`src/rtl/fpcsr_pkg.sv`:
```
package fpcsr_pkg;
  localparam int DW       = 32;
  localparam int NFLAG    = 5;
  localparam int NTRAP    = 2;
  localparam int RM_LSB   = 8;
  localparam int WPERM_B  = 31;
  localparam int FL_INV   = 0;
  localparam int FL_DZ    = 1;

  typedef enum logic [1:0] {
    RND_ZERO = 2'b00,
    RND_NEAR = 2'b01,
    RND_PINF = 2'b10,
    RND_MINF = 2'b11
  } rnd_mode_e;

  typedef struct packed {
    rnd_mode_e        rnd;
    logic [NTRAP-1:0] trap_en;
  } ctrl_t;

  localparam ctrl_t CTRL_RST = '{rnd: RND_NEAR, trap_en: '0};
endpackage

```
`src/rtl/fpcsr_ctrl_reg.sv`:
```
module fpcsr_ctrl_reg
  import fpcsr_pkg::*;
(
  input  logic                  clk_i,
  input  logic                  rst_ni,
  input  logic                  we_i,
  input  logic [DW-1:0]         wdata_i,
  output logic [NTRAP-1:0]      trap_en_o,
  output rnd_mode_e             rnd_o,
  output logic [DW-1:0]         rdata_o
);
  ctrl_t ctrl_q;

  always_ff @(posedge clk_i or negedge rst_ni) begin
    if (!rst_ni) begin
      ctrl_q <= CTRL_RST;
    end else if (we_i) begin
      ctrl_q.trap_en <= wdata_i[NTRAP-1:0];
      ctrl_q.rnd     <= rnd_mode_e'(wdata_i[RM_LSB+1:RM_LSB]);
    end
  end

  always_comb begin
    rdata_o                    = '0;
    rdata_o[NTRAP-1:0]         = ctrl_q.trap_en;
    rdata_o[RM_LSB+1:RM_LSB]   = ctrl_q.rnd;
  end

  assign trap_en_o = ctrl_q.trap_en;
  assign rnd_o     = ctrl_q.rnd;
endmodule

```
`src/rtl/fpcsr_flag_reg.sv`:
```
module fpcsr_flag_reg
  import fpcsr_pkg::*;
(
  input  logic             clk_i,
  input  logic             rst_ni,
  input  logic             we_i,
  input  logic [DW-1:0]    wdata_i,
  input  logic             upd_i,
  input  logic [NFLAG-1:0] upd_flags_i,
  output logic [NFLAG-1:0] flags_o,
  output logic [DW-1:0]    rdata_o
);
  logic [NFLAG-1:0] flags_q, hw_set, base;
  logic             sw_wr;

  // software write needs the one-shot permission bit in the same store
  assign sw_wr  = we_i & wdata_i[WPERM_B];
  assign hw_set = upd_i ? upd_flags_i : '0;
  assign base   = sw_wr ? wdata_i[NFLAG-1:0] : flags_q;

  always_ff @(posedge clk_i or negedge rst_ni) begin
    if (!rst_ni) flags_q <= '0;
    else         flags_q <= base | hw_set;
  end

  always_comb begin
    rdata_o            = '0;
    rdata_o[NFLAG-1:0] = flags_q;
  end

  assign flags_o = flags_q;
endmodule

```
`src/rtl/fpcsr_trap_gen.sv`:
```
module fpcsr_trap_gen
  import fpcsr_pkg::*;
(
  input  logic             clk_i,
  input  logic             rst_ni,
  input  logic             upd_i,
  input  logic [NFLAG-1:0] upd_flags_i,
  input  logic [NTRAP-1:0] en_i,
  output logic             trap_o
);
  // trappable flags occupy the low NTRAP positions, matching the enables
  logic [NTRAP-1:0] hit;
  logic             trap_q;

  for (genvar g = 0; g < NTRAP; g++) begin : g_src
    assign hit[g] = upd_i & upd_flags_i[g] & en_i[g];
  end

  always_ff @(posedge clk_i or negedge rst_ni) begin
    if (!rst_ni) trap_q <= 1'b0;
    else         trap_q <= |hit;
  end

  assign trap_o = trap_q;
endmodule

```
`src/rtl/fpcsr_top.sv`:
```
module fpcsr_top
  import fpcsr_pkg::*;
#(
  parameter int              AUX_AW    = 12,
  parameter logic [AUX_AW-1:0] CTRL_ADDR = 12'h300,
  parameter logic [AUX_AW-1:0] STAT_ADDR = 12'h301
) (
  input  logic              clk_i,
  input  logic              rst_ni,
  input  logic [AUX_AW-1:0] aux_addr_i,
  input  logic              aux_wr_i,
  input  logic [31:0]       aux_wdata_i,
  output logic [31:0]       aux_rdata_o,
  input  logic              fp_done_i,
  input  logic [4:0]        fp_flags_i,
  output logic [1:0]        rnd_mode_o,
  output logic              trap_req_o
);
  logic             sel_ctrl, sel_stat;
  logic [DW-1:0]    ctrl_rdata, stat_rdata;
  logic [NTRAP-1:0] trap_en;
  logic [NFLAG-1:0] flags;
  rnd_mode_e        rnd;

  assign sel_ctrl = (aux_addr_i == CTRL_ADDR);
  assign sel_stat = (aux_addr_i == STAT_ADDR);

  fpcsr_ctrl_reg u_ctrl (
    .clk_i     (clk_i),
    .rst_ni    (rst_ni),
    .we_i      (aux_wr_i & sel_ctrl),
    .wdata_i   (aux_wdata_i),
    .trap_en_o (trap_en),
    .rnd_o     (rnd),
    .rdata_o   (ctrl_rdata)
  );

  fpcsr_flag_reg u_flags (
    .clk_i       (clk_i),
    .rst_ni      (rst_ni),
    .we_i        (aux_wr_i & sel_stat),
    .wdata_i     (aux_wdata_i),
    .upd_i       (fp_done_i),
    .upd_flags_i (fp_flags_i),
    .flags_o     (flags),
    .rdata_o     (stat_rdata)
  );

  fpcsr_trap_gen u_trap (
    .clk_i       (clk_i),
    .rst_ni      (rst_ni),
    .upd_i       (fp_done_i),
    .upd_flags_i (fp_flags_i),
    .en_i        (trap_en),
    .trap_o      (trap_req_o)
  );

  always_comb begin
    unique case (1'b1)
      sel_ctrl: aux_rdata_o = ctrl_rdata;
      sel_stat: aux_rdata_o = stat_rdata;
      default:  aux_rdata_o = '0;
    endcase
  end

  assign rnd_mode_o = rnd;
endmodule

```
`config.mk`:
```
export PLATFORM = sky130hd
export DESIGN_NAME = fpcsr_top
export DESIGN_NICKNAME = d
export VERILOG_FILES = /design/src/rtl/fpcsr_pkg.sv /design/src/rtl/fpcsr_ctrl_reg.sv /design/src/rtl/fpcsr_flag_reg.sv /design/src/rtl/fpcsr_trap_gen.sv /design/src/rtl/fpcsr_top.sv
export SDC_FILE = /design/constraint.sdc
export NUM_CORES = 1
export LEC_CHECK = 0
export BUFFER_PORTS_ARGS = -buffer_cell sky130_fd_sc_hd__buf_4
export CAP_MARGIN = 20
export CORE_MARGIN = 1
export CORE_UTILIZATION = 36
export CTS_CLUSTER_DIAMETER = 200
export DETAILED_ROUTE_END_ITERATION = 8
export PLACE_DENSITY = 0.87
export SLEW_MARGIN = 10
export SYNTH_ARGS = -nofsm -noshare
export SYNTH_HDL_FRONTEND = slang
export SYNTH_SLANG_ARGS = --single-unit
```
`constraint.sdc`:
```
create_clock -name clk_i -period 1.55 [get_ports clk_i]
set_clock_uncertainty 0.1 [all_clocks]
set_input_delay 0.0775 -clock clk_i [delete_from_list [all_inputs] [get_ports clk_i]]
set_output_delay 0.0775 -clock clk_i [all_outputs]
set_load 0.02 [all_outputs]
```
==> results.sh <==
export IMPL_status="complete, but fails checks"
export IMPL_violations="negative hold slack"
export IMPL_die_h_um=48.5
export IMPL_regArea_um2=251
export IMPL_gp_congestion=0.719
export IMPL_cp_cell_sequence="buf_4 -> nor4_4 -> nand3_1 -> nor3b_1 -> buf_4"
export IMPL_die_w_um=48.5
export IMPL_cts_clk_slew_worst_paths_ns=0.07
export IMPL_end_kind="output pin"
export IMPL_yosys_warnings=0
export IMPL_grt_ovfl_total=0
export IMPL_synth_edf_count=0
export IMPL_worstSetupPathType="input pin to output pin"
export IMPL_drive_gt1_share_pct=41.9
export IMPL_fmax_mhz=712
export IMPL_yosys_top_cells_count="buf_4, a21oi_1, dfrtp_1"
export IMPL_cts_resized=0
export IMPL_drt_pass1_iterations=4
export IMPL_num_vias=672
export IMPL_leakagePower_nw=0.588
export IMPL_ys_types=21
export IMPL_cts_hold_buffers=8
export IMPL_cp_start_kind="input pin"
export IMPL_finalCritPeriodShare_pct=90.7
export IMPL_rows=16
export IMPL_slowest_delay_ns=0.34
export IMPL_dieArea_um2=2360
export IMPL_drc=0
export IMPL_synthFlopType="dfrtp_1"
export IMPL_hpwl_mm=1.32
export IMPL_whs_ns=-0.00214
export IMPL_clkLatencyLatePin_ns=0.27
export IMPL_diodes=0
export IMPL_clock_path_buffers=2
export IMPL_crit_required_ns=1.37
export IMPL_design_area_um2=1080
export IMPL_crit_buf_inv=2
export IMPL_fin_setup_tns_ns=0
export IMPL_post_dp_cell_area_um2=977
export IMPL_grtUsageTotal_pct=15.8
export IMPL_ys_ff_latch=10
export IMPL_synth_seq_area_share_pct=32.3
export IMPL_core_um2=2000
export IMPL_via_per_inst=4.45
export IMPL_cp_max_fo=4
export IMPL_clock_sinks=10
export IMPL_antenna_left=0
export IMPL_power_mw=0.616
export IMPL_antenna_found_initial=0
export IMPL_period_needed_ns=1.41
export IMPL_io_pins=88
export IMPL_cts_htree_levels=1
export IMPL_synthCells=79
export IMPL_area_growth_pct=39.0
export IMPL_cts_setup_buffers=0
export IMPL_grt_pass1_wl_mm=2.85
export IMPL_synth_top_area_share_pct=28.9
export IMPL_avgSynthCellArea_um2=9.87
export IMPL_grt_pass1_vias=674
export IMPL_layout_nets=178
export IMPL_crit_arrival_ns=1.23
export IMPL_synth_top_area_cell="dfrtp_1"
export IMPL_max_vdd_ir_drop_mv=0.484
export IMPL_cpMostUsedCell="buf_4"
export IMPL_cts_buffers=3
export IMPL_synth_area_leaders="dfrtp_1, buf_4, mux2i_1, a21oi_1, mux2_2"
export IMPL_maxCapViolations=0
export IMPL_multi_input_area_um2=407
export IMPL_dr_first_iter_drc_count=2
export IMPL_synth_most_common_cell="buf_4"
export IMPL_synth_area_um2=779
export IMPL_grt_max_degree=12
export IMPL_hold_viol_final=2
export IMPL_crit_family="simple AND/OR/NAND/NOR gates"
export IMPL_synthArstFlopShare_pct=100
export IMPL_slowest_stage="nor4_4"
export IMPL_start_util_pct=38.9
export IMPL_cts_tree="built"
export IMPL_hold_class="input pin to register"
export IMPL_grt_setup_unrepaired="no"
export IMPL_fill_cells=175
export IMPL_finalSetupViolations=0
export IMPL_wl_mm=1.71
export IMPL_report_final_slew_viol_count=0
export IMPL_post_drt_wl_per_cell_um=11.3
export IMPL_io_buffers=38
export IMPL_power_density_nw_per_um2=568
export IMPL_cts_root_buf="clkbuf_4"
## routing by layer
metal	up-vias	global-route usage, %	wire (um)
li1	312	-	-
met1	311	16.0	613
met2	46	29.8	919
met3	3	2.83	148
met4	0	9.80	29
met5	-	0	0
## cells in the final DEF (no fill, tap or decap)
cell type and count:
a21oi_1 10, a22oi_1 1, and3_1 4, and3_2 1, and4_4 1, and4bb_2 1
buf_4 38, clkbuf_1 1, clkbuf_4 3, conb_1 25, dfrtp_1 9, dfstp_2 1
dlygate4sd3_1 8, mux2_2 4, mux2i_1 7, nand3_1 1, nand4_2 1, nor2_1 2
nor2b_1 2, nor3_2 1, nor3b_1 2, nor4_4 1
## cell families after synthesis
| group | synth area share (%) |
|---|---|
| AO/OA/AOI/OAI | 7.38 |
| multiplexers | 14.8 |
| buffers and inverters | 27.1 |
| AND/OR/NAND/NOR | 18.0 |
| flip-flops | 32.3 |
| other | 0.481 |
## final timing paths
check                                                     start                               to  slack (ns)  cells after the start
worst min register to register  u_ctrl.trap_en_o[1]$_DFFE_PN0P_  u_ctrl.trap_en_o[1]$_DFFE_PN0P_        0.45                      1
worst min-delay path                              fp_flags_i[4]     u_flags.flags_o[4]$_DFF_PN0_      -0.002                      3
worst max register to register  u_ctrl.trap_en_o[0]$_DFFE_PN0P_  u_ctrl.trap_en_o[0]$_DFFE_PN0P_        0.67                      1
min in group asynchronous                                rst_ni     u_flags.flags_o[0]$_DFF_PN0_        0.06                      2
max in group asynchronous                                rst_ni      u_ctrl.rnd_o[0]$_DFFE_PN1P_        1.06                      2
worst max-delay path                              aux_addr_i[3]                   aux_rdata_o[8]        0.14                      5
## state kept, by name, summed over array words and instances, names as in the netlist
name              flops
u_ctrl.rnd_o          2
u_trap.trap_o         1
u_flags.flags_o       5
u_ctrl.trap_en_o      2
## stage by stage
stage | worst slack (ns) | util, % | std cells
2_1_floorplan | 0.235 | - | 103
6_report | 0.145 | 54.1 | 151
5_1_grt | 0.0434 | 54.1 | 151
4_1_cts | 0.136 | 54.1 | 151
3_5_place_dp | 0.123 | 48.8 | 139
3_3_place_gp | 0.128 | 48.8 | 139
## cell type report
| cell class | instances | area share [%] |
|---|---|---|
| timing repair buffer | 46 | 33.7 |
| sequential | 10 | 23.2 |
| multi-input combinational | 64 | 37.5 |
| clock buffer | 4 | 2.42 |
| tap | 27 | 3.12 |
## report_power, final
group / total [mW] / switching [mW] / internal [mW]
Clock: 0.193 / 0.0940 / 0.0995
Combinational: 0.160 / 0.0918 / 0.0684
Sequential: 0.262 / 0.000402 / 0.262
(Power assumes the default switching activity.)
